==> config.mk <==
export PLATFORM = sky130hd
export DESIGN_NAME = irq_aggregator
export DESIGN_NICKNAME = d
export VERILOG_FILES = /design/src/rtl/irq_pkg.sv /design/src/rtl/irq_status_bank.sv /design/src/rtl/irq_prescale.sv /design/src/rtl/irq_coalesce.sv /design/src/rtl/irq_aggregator.sv
export SDC_FILE = /design/constraint.sdc
export NUM_CORES = 1
export LEC_CHECK = 0
export ABC_AREA = 1
export CAP_MARGIN = 10
export CORE_MARGIN = 1.5
export CORE_UTILIZATION = 25
export DETAILED_ROUTE_END_ITERATION = 10
export GPL_TIMING_DRIVEN = 1
export PLACE_DENSITY = 0.58
export SLEW_MARGIN = 20
export SYNTH_ARGS = -nofsm -noshare
export SYNTH_HDL_FRONTEND = slang
export SYNTH_HIERARCHICAL = 1
export SYNTH_SLANG_ARGS = --single-unit
==> constraint.sdc <==
create_clock -name clk -period 1.65 [get_ports clk]
set_input_delay 0.165 -clock clk [delete_from_list [all_inputs] [get_ports clk]]
set_output_delay 0.165 -clock clk [all_outputs]
set_load 0.005 [all_outputs]
==> src/rtl/irq_pkg.sv <==
// Shared constants and types for the interrupt aggregator.
// Assumes a 32-bit register width; bit positions are fixed by the decode.
package irq_pkg;
    localparam int DATA_W = 32;

    // Primary positions set directly by hardware sources.
    localparam logic [DATA_W-1:0] DIRECT_BITS  = 32'h0600_00CB;
    localparam int                POLL_POS     = 28;
    localparam logic [DATA_W-1:0] PRIM_STICKY  = DIRECT_BITS | (32'h1 << POLL_POS);
    // Primary summary positions derived from DMA status.
    localparam int                RX_SUM_POS   = 31;
    localparam int                ERR_SUM_POS  = 29;
    localparam int                TX_SUM_POS   = 27;
    // DMA status positions.
    localparam logic [DATA_W-1:0] DMA_BITS     = 32'hC003_0003;
    localparam int                DMA_ERR_POS  = 31;
    localparam int                HIPRI_POS    = 30;

    typedef enum logic [1:0] {
        SEL_PRIM   = 2'd0,
        SEL_MASK   = 2'd1,
        SEL_DMA    = 2'd2,
        SEL_TIMING = 2'd3
    } reg_sel_e;
endpackage

==> src/rtl/irq_status_bank.sv <==
// Sticky status bank with write-one-to-clear.
// Only bits in IMPL exist; a set on the same edge as a clear wins.
module irq_status_bank #(
    parameter int              W    = 32,
    parameter logic [W-1:0]    IMPL = '1
) (
    input  logic         clk,
    input  logic         rst_n,
    input  logic [W-1:0] set,
    input  logic         clr_en,
    input  logic [W-1:0] clr_data,
    output logic [W-1:0] stat
);
    logic [W-1:0] clr_vec;

    // Clear vector only during a write to this bank.
    always_comb clr_vec = clr_en ? clr_data : '0;

    // Hold, clear on ones, then apply new sets.
    always_ff @(posedge clk) begin
        if (!rst_n) stat <= '0;
        else        stat <= ((stat & ~clr_vec) | set) & IMPL;
    end

    // without a clear write, no set bit drops.
    a_r1_sticky: assert property (@(posedge clk) disable iff (!rst_n)
        !clr_en |=> ((stat & $past(stat)) == $past(stat)));

    // every implemented set lands, even under a clear.
    a_r2_set_wins: assert property (@(posedge clk) disable iff (!rst_n)
        (|(set & IMPL)) |=> ((stat & $past(set & IMPL)) == $past(set & IMPL)));
endmodule

==> src/rtl/irq_prescale.sv <==
// Divides a microsecond tick into coarse units of UNIT_TICKS ticks.
// A restart clears the phase so the next unit is a full one.
module irq_prescale #(
    parameter int UNIT_TICKS = 32
) (
    input  logic clk,
    input  logic rst_n,
    input  logic restart,
    input  logic tick,
    output logic unit
);
    localparam int PW = (UNIT_TICKS > 1) ? $clog2(UNIT_TICKS) : 1;

    logic [PW-1:0] phase;

    // Unit pulse on the last tick of each group.
    always_comb unit = tick && (phase == PW'(UNIT_TICKS - 1));

    // Phase counter over ticks.
    always_ff @(posedge clk) begin
        if (!rst_n || restart) phase <= '0;
        else if (tick)         phase <= unit ? '0 : phase + PW'(1);
    end
endmodule

==> src/rtl/irq_coalesce.sv <==
// Coalescing window: idle -> counting -> open.
// Counting starts on a pending cause while idle. A host clear or the loss
// of all pending causes returns to idle. The window opens after len units.
module irq_coalesce #(
    parameter int CNT_W = 8
) (
    input  logic             clk,
    input  logic             rst_n,
    input  logic             pend,
    input  logic             host_clr,
    input  logic             unit,
    input  logic [CNT_W-1:0] len,
    output logic             start,
    output logic             open
);
    logic             armed;
    logic             expired;
    logic [CNT_W-1:0] remain;

    // Begin a window only from idle with a cause waiting.
    always_comb start = !armed && !expired && pend && !host_clr;

    // Window is open when expired or coalescing is off.
    always_comb open = expired || (len == '0);

    // Window state and remaining unit count.
    always_ff @(posedge clk) begin
        if (!rst_n) begin
            armed   <= 1'b0;
            expired <= 1'b0;
            remain  <= '0;
        end else if (host_clr || !pend) begin
            armed   <= 1'b0;
            expired <= 1'b0;
        end else if (start) begin
            armed   <= 1'b1;
            remain  <= len;
        end else if (armed && unit) begin
            if (remain <= CNT_W'(1)) begin
                armed   <= 1'b0;
                expired <= 1'b1;
            end else begin
                remain  <= remain - CNT_W'(1);
            end
        end
    end

    // a counting window cannot open without a unit boundary.
    a_r6_no_early_open: assert property (@(posedge clk) disable iff (!rst_n)
        (armed && !unit) |=> !expired);

    // a host clear always returns the timer to idle.
    a_r7_clear_idles: assert property (@(posedge clk) disable iff (!rst_n)
        host_clr |=> (!armed && !expired));
endmodule

==> src/rtl/irq_aggregator.sv <==
// Interrupt aggregator top: primary and DMA status banks, mask, timing
// register, coalescing window, periodic poll timer and read mux.
// Assumes all inputs are synchronous to clk.
module irq_aggregator
    import irq_pkg::*;
#(
    parameter int UNIT_TICKS = 32,
    parameter int CNT_W      = 8
) (
    input  logic              clk,
    input  logic              rst_n,
    input  logic [DATA_W-1:0] src_evt,
    input  logic [DATA_W-1:0] dma_evt,
    input  logic              tick_us,
    input  logic              wr_en,
    input  logic [1:0]        wr_sel,
    input  logic [DATA_W-1:0] wr_data,
    input  logic [1:0]        rd_sel,
    output logic [DATA_W-1:0] rd_data,
    output logic              irq
);
    localparam int TIME_W = 2 * CNT_W;

    reg_sel_e          wsel;
    reg_sel_e          rsel;
    logic [DATA_W-1:0] prim_stat;
    logic [DATA_W-1:0] dma_stat;
    logic [DATA_W-1:0] prim_view;
    logic [DATA_W-1:0] prim_set;
    logic [DATA_W-1:0] mask_q;
    logic [TIME_W-1:0] timing_q;
    logic [CNT_W-1:0]  coal_len;
    logic [CNT_W-1:0]  poll_len;
    logic [CNT_W-1:0]  poll_cnt;
    logic              poll_unit;
    logic              poll_fire;
    logic              coal_unit;
    logic              coal_start;
    logic              coal_open;
    logic              host_clr;
    logic              pend;
    logic              bypass;

    // Decode selects and timing fields.
    always_comb begin
        wsel     = reg_sel_e'(wr_sel);
        rsel     = reg_sel_e'(rd_sel);
        coal_len = timing_q[CNT_W-1:0];
        poll_len = timing_q[TIME_W-1:CNT_W];
        host_clr = wr_en && (wsel == SEL_PRIM || wsel == SEL_DMA) && (|wr_data);
    end

    // Primary sets: direct sources plus the periodic poll bit.
    always_comb begin
        prim_set           = src_evt & DIRECT_BITS;
        prim_set[POLL_POS] = poll_fire;
    end

    irq_status_bank #(.W(DATA_W), .IMPL(PRIM_STICKY)) u_prim (
        .clk      (clk),
        .rst_n    (rst_n),
        .set      (prim_set),
        .clr_en   (wr_en && wsel == SEL_PRIM),
        .clr_data (wr_data),
        .stat     (prim_stat)
    );

    irq_status_bank #(.W(DATA_W), .IMPL(DMA_BITS)) u_dma (
        .clk      (clk),
        .rst_n    (rst_n),
        .set      (dma_evt),
        .clr_en   (wr_en && wsel == SEL_DMA),
        .clr_data (wr_data),
        .stat     (dma_stat)
    );

    // Fold DMA groups into the primary summary positions.
    always_comb begin
        prim_view              = prim_stat;
        prim_view[RX_SUM_POS]  = |{dma_stat[17:16], dma_stat[HIPRI_POS]};
        prim_view[ERR_SUM_POS] = dma_stat[DMA_ERR_POS];
        prim_view[TX_SUM_POS]  = |dma_stat[1:0];
    end

    // Mask and timing registers.
    always_ff @(posedge clk) begin
        if (!rst_n) begin
            mask_q   <= '0;
            timing_q <= '0;
        end else if (wr_en) begin
            if (wsel == SEL_MASK)   mask_q   <= wr_data;
            if (wsel == SEL_TIMING) timing_q <= wr_data[TIME_W-1:0];
        end
    end

    irq_prescale #(.UNIT_TICKS(UNIT_TICKS)) u_poll_pre (
        .clk     (clk),
        .rst_n   (rst_n),
        .restart (1'b0),
        .tick    (tick_us),
        .unit    (poll_unit)
    );

    // Periodic poll fires on the last unit of each period.
    always_comb poll_fire = poll_unit && (poll_len != '0) &&
                            (poll_cnt >= poll_len - CNT_W'(1));

    // Periodic unit counter.
    always_ff @(posedge clk) begin
        if (!rst_n || poll_len == '0) poll_cnt <= '0;
        else if (poll_unit)           poll_cnt <= poll_fire ? '0 : poll_cnt + CNT_W'(1);
    end

    // with periodic off the counter rests at zero.
    a_r9_poll_off_rests: assert property (@(posedge clk) disable iff (!rst_n)
        (poll_len == '0) |=> (poll_cnt == '0));

    irq_prescale #(.UNIT_TICKS(UNIT_TICKS)) u_coal_pre (
        .clk     (clk),
        .rst_n   (rst_n),
        .restart (coal_start),
        .tick    (tick_us),
        .unit    (coal_unit)
    );

    irq_coalesce #(.CNT_W(CNT_W)) u_coal (
        .clk      (clk),
        .rst_n    (rst_n),
        .pend     (pend),
        .host_clr (host_clr),
        .unit     (coal_unit),
        .len      (coal_len),
        .start    (coal_start),
        .open     (coal_open)
    );

    // Pending, bypass and the interrupt line.
    always_comb begin
        pend   = |(prim_view & mask_q);
        bypass = dma_stat[HIPRI_POS] && mask_q[RX_SUM_POS];
        irq    = bypass || (pend && coal_open);
    end

    // Register read mux.
    always_comb begin
        unique case (rsel)
            SEL_PRIM:   rd_data = prim_view;
            SEL_MASK:   rd_data = mask_q;
            SEL_DMA:    rd_data = dma_stat;
            SEL_TIMING: rd_data = DATA_W'(timing_q);
            default:    rd_data = '0;
        endcase
    end
endmodule

After elaboration in Yosys (flattened, before gate mapping)
Index checks and enable logic that the tools add are counted.

Register bits: 116. Output and inout port bits: 33.

Reductions and logical operators: 42. Bitwise operators: 10. $add $sub $neg: 5. Eq/ne operators: 9. Magnitude comparators: 2. Mux-type cells: 12.

Operator list (count): one-hot mux 32 bit (4 select lines) (1); AND 32 bit (2); OR reduction 32 bit (2); 2-to-1 mux 32 bit (1); 2-to-1 mux 8 bit (4); NOT 32 bit (1); OR 32 bit (1); AND 29 bit (1); 2-to-1 mux 29 bit (1); NOT 29 bit (1); OR 29 bit (1); logical NOT 8 bit (2); subtractor 8 x 1 -> 8 bit (second input constant) (2); logical AND 1 bit (14); adder 5 x 1 -> 5 bit (second input constant) (2); equality test 5 bit (second input constant) (2); 2-to-1 mux 5 bit (2); adder 8 x 1 -> 8 bit (second input constant) (1); equality test 2 bit (second input constant) (4); >= comparator 8 bit (1); <= comparator 8 x 1 -> 1 bit (second input constant) (1); nonzero test 8 bit (1); logical OR 1 bit (6); AND reduction 2 bit (3); other kinds (10) (23).

Longest topological paths before layout
Depth in word-level cells: 8. Gate-level depth with buffers: 16.

Hierarchy
The synthesis kept the hierarchy.

By module, submodules not included: irq_aggregator (cells an instance 544, instances 1, area an instance 3414.5 µm²); irq_coalesce (cells an instance 125, instances 1, area an instance 734.5 µm²); irq_prescale (cells an instance 33, instances 2, area an instance 245.2 µm²); irq_status_bank (u_prim) (cells an instance 67, instances 1, area an instance 489.2 µm²); irq_status_bank (u_dma) (cells an instance 58, instances 1, area an instance 424.2 µm²).

Worst setup path after synthesis
Ideal clock, no wire load.

Path type: reg2reg. Start: register timing_q[8]. End: register u_prim.stat[28]. Data required time: 1527 ps. Arrival time: 1682 ps. Library setup time: 123 ps. Stages on the path, launching flop included: 13. Setup slack: -154 ps. Buffers on the path: 0. Cell sequence: dfxtp_1 > nor3_2 > nand2_1 > nor3_1 > xor2_1 > ha_1 > a21oi_1 > o21a_1 > nand2_1 > nand2_2 > inv_1 > inv_1 > a21oi_1.

Longest elaborated chain between the ends: 4. Elaborated cells on any way between the ends: 6. Classes of those cells: add/sub (1); order compare (1); bitwise (1); reduce/logical (3).

RTL lines: start: declaration (RTL line irq_aggregator.sv:31) `logic [TIME_W-1:0] timing_q;`; start signal: assignment (RTL line irq_aggregator.sv:92) `if (wsel == SEL_TIMING) timing_q <= wr_data[TIME_W-1:0];`; subtractor 8 x 1 -> 8 bit or nonzero test 8 bit (tied branches) (RTL line irq_aggregator.sv:106, irq_aggregator.sv:105); >= comparator 8 bit or logical AND 1 bit (tied branches) (RTL line irq_aggregator.sv:106, irq_aggregator.sv:105); logical AND 1 bit (*) (RTL line irq_aggregator.sv:105) `always_comb poll_fire = poll_unit && (poll_len != '0) &&`; named net poll_fire (RTL line irq_aggregator.sv:36) `logic poll_fire;`; OR 29 bit (*) (RTL line irq_status_bank.sv:22) `else stat <= ((stat & ~clr_vec) | set) & IMPL;`; end signal: assignment (RTL line irq_status_bank.sv:22); end: declaration (RTL line irq_status_bank.sv:12) `output logic [W-1:0] stat`.

The timed path passes the listed nets; every way through them passes the cells marked *. A chain may end at the register's enable or synchronous reset.

Final worst setup path
Same ends and word-level chain as after synthesis.

==> impl.org <==
** Outcome
- Run status :: complete, but fails checks
- The checks that failed: setup timing.

** Critical path
- Launch instance of the worst register-to-register path :: timing_q[8]
- Maximum fanout encountered on the critical timing path :: 2
- For the worst setup path, the data required time is 1880 ps.
- The number of buffers and inverters on the critical path is 2.
- Critical Path Source Type :: flop
- Data on the critical path arrives at its endpoint at 2180 ps.
- Element type at the critical path end :: flop
- Stage delay of the slowest cell on the critical path :: about 340 ps
- Cell Chain, Critical Path :: nor3_4, nand2_2, nor3_2, xor2_1, ha_1, a21oi_1, o21a_1, nand2_2, nand2_4, inv_2, inv_2, a21oi_2
- Measured in cells, the most critical reg-to-reg path has a length of 12.
- Class of the most critical setup path :: flop to flop
- Register-to-register setup slack :: -310 ps
- The endpoint identified for the worst register-to-register timing path is u_prim/stat[28].
- The kind of cell with the highest combined delay along the critical path is simple AND/OR/NAND/NOR gates.
- CP max-delay cell :: dfxtp_2

** Run
- Maximum Capacitance Violations :: 0

** Floorplanning
- Starting density of the core :: 25.42%
- Vertical die dimension :: approximately 150 um
- The initialized floorplan defines 54 standard-cell rows.
- Number of top-level pins :: between 100 and 150
- Core region area :: 21,760 sq um
- The floorplan step defined a die boundary enclosing 23,020 sq um.
- Die W :: 151.7 um

** Timing
- Min setup slack post-route :: -306.3 ps
- Ratio of final minimum period to clock period :: 118.6%
- Clock skew after layout :: 11.64 ps
- Final hold vios :: 0
- Accumulated negative setup slack :: -2940 ps
- The max-slew violation total from the final report is 0.
- Across all hold checks on the routed design, the worst slack comes to 210.2 ps.
- Final critical delay including setup and external delays :: 1956 ps
- Based on the critical path, the design can be clocked at up to 511.2 MHz.
- RSZ-0062 raised after global routing :: yes
- Final setup vio count :: 20

** Placed design
- Count of input and output buffers :: 85
- Total cell area at the placement stage :: between 7000 and 8000 sq um
- Estimated wirelength of the detail-placed design :: between 10,000 and 15,000 um
- Counting tap cells, the placed design contains a total of roughly 1,300 instances.
- Routability-driven placement congestion ratio :: between 0.8 and 0.9

** Yosys
- A synthesized cell averages between 6 and 7 sq um.
- Synthesized cell area :: 5530 sq um
- Number of instances in the synthesized netlist :: roughly 860
- Ys Warns :: 6

** Detailed routing
- Routed vias :: 5,799
- The count of nets left with antenna violations once routing finished came out at 0.
- The first detailed-routing pass ran for 5 iterations.
- In the routed design, unresolved DRC markers number 0.
- Detailed-route wire length per cell :: 13.14 um
- Starting DRT DRC Count :: 395
- After detailed routing, the number of vias per cell comes to 4.331.
- After detailed routing, the total wire length is 17,600 um.

** Clock network
- The tree built by TritonCTS fans out to 90 sinks.
- TritonCTS clock tree :: built
- Number of buffers inserted during clock tree synthesis :: 9
- No sink is reached through more buffers than the 2 on the longest clock path.
- Htree depth :: 3
- Clock-pin transition on the worst setup and hold timing paths :: 70 ps
- Clock tree root driver cell :: clkbuf_16
- Clock latency on the worst-skew pair, taken at its later pin, is 360 ps.
- In this run, post-CTS hold repair placed 0 buffers.

** Power
- Reported net switching power :: 1923 uW
- Of the total power, combinational logic draws between 20% and 30%.
- Leakage power :: between 0.003 and 0.004 uW
- Worst IR Drop VDD :: 0.5084 mV
- For this design the ratio of total power to cell area is 782.1 nW/um^2.
- Internal Dissipation :: 4362 uW
- Sw Share :: a little under a third
- Of the total power, registers draw 38.1%.
- Clock power frac :: around a third

** Cells and area
- The area growth from synthesis to layout is 45.29%.
- Cells with a size suffix above 1 make up around a quarter of the layout.
- The repair_antennas step left the layout with diodes totalling 0.
- After the flow finishes, the layout carries non-filler instances totaling 1,339.
- The finished cells cover 8035 sq um.
- For this run, the post-layout net count is 1,175.

** GRT
- Initial antenna violation count :: 0
- The first global-routing pass estimated 27,680 um of wire.
- Across every metal layer, demand over resource in global routing totals between 15 and 20%.
- Via count of the first global-routing pass :: about 5,300
- The total overflow left after global routing is 0.
- Entering global routing, the biggest net connects 33 pins.

** Min path
- The startpoint identified for the worst hold timing path is wr_data[19].
- Hold endpoint :: mask_q[19]
- Hold Path Class :: primary input to flop
- Hold depth :: 3
-- metrics by stage --
| step | utilization (%) | power [uW] | setup WS (ps) |
|---|---|---|---|
| 3_5_place_dp | 33.90 | 3982 | -769.2 |
| 3_3_place_gp | 33.90 | 3970 | -727.2 |
| 2_1_floorplan | - | 3265 | -115.6 |
| 4_1_cts | 36.46 | 6246 | -308.4 |
| 6_report | 36.93 | 6285 | -306.3 |
| 5_1_grt | 36.93 | 6622 | -426.4 |
-- tightest hold or removal path, cell delays in order --
cell	delay (ps)
dlygate4sd2_1	230
nor2_1	50
nor2_1	80
-- state kept, by name, indices dropped and copies added (netlist names) --
name	count
u_poll_pre/phase	5
u_prim/stat	8
u_coal/armed	1
mask_q	32
u_coal/remain	8
u_dma/stat	6
u_coal_pre/phase	5
poll_cnt	8
timing_q	16
u_coal/expired	1
-- power groups by stage --
stage,combinational [uW],sequential [uW],clock (uW)
after floorplan,848,2420,0
after global placement,1540,2430,0
after detailed placement,1550,2430,0
after CTS,1650,2390,2200
after global routing,1910,2410,2300
final,1720,2400,2160
-- how the worst max path moves through the flow --
stage	startpoint	to	slack (ps)	cells past startpoint
floorplan	timing_q[9]	u_prim/stat[28]	-120	12
finish	timing_q[8]	u_prim/stat[28]	-310	12
detailed placement	wr_data[7]	u_coal/remain[6]	-770	13
global placement	wr_data[7]	u_coal/remain[6]	-730	13
global route	timing_q[8]	u_prim/stat[28]	-430	12
CTS	timing_q[9]	poll_cnt[2]	-310	11
-- per-layer routing --
metal | part of all wire, % | up-vias | global-route usage [%]
met1 | 48 | 2634 | 20.76
met3 | 3.6 | 11 | 2.515
met2 | 48 | 116 | 26.13
li1 | - | 3038 | -
met5 | 0 | - | 0
met4 | 0.87 | 0 | 4.327
-- cell type report --
type / instances / area (sq um)
Inverter: 81 / 311.5
Fill cell: 2315 / 13720
Sequential cell: 90 / 1822
Timing Repair Buffer: 214 / 1803
Tap cell: 280 / 350.3
Multi-Input combinational cell: 658 / 3450
Clock buffer: 14 / 264.0
Clock inverter: 2 / 35.03
-- cell usage in the layout (no fill, tap or decap), types with 5 or more instances in the layout --
master,count
a21oi_1,37
buf_2,6
buf_4,120
buf_6,6
clkbuf_16,9
clkdlybuf4s50_1,23
conb_1,48
dfxtp_1,76
dfxtp_2,13
dlygate4sd2_1,51
ha_1,14
inv_1,68
inv_2,10
nand2_1,227
nand2_2,15
nand2_4,5
nand3_1,37
nand3_2,7
nor2_1,124
nor2_2,14
nor2_4,8
nor3_2,7
o2111ai_1,7
o2111ai_2,7
o21ai_0,48
xor2_1,11
-- what timing repair did --
item                                    4_1_cts  5_1_grt
endpoints found under the setup margin       55       31
gates resized for setup                     161       33
pin swaps                                    35       16
setup buffers                                 8        2
cloned                                        2        0
Note: power is estimated with default switching activity, not from simulation.
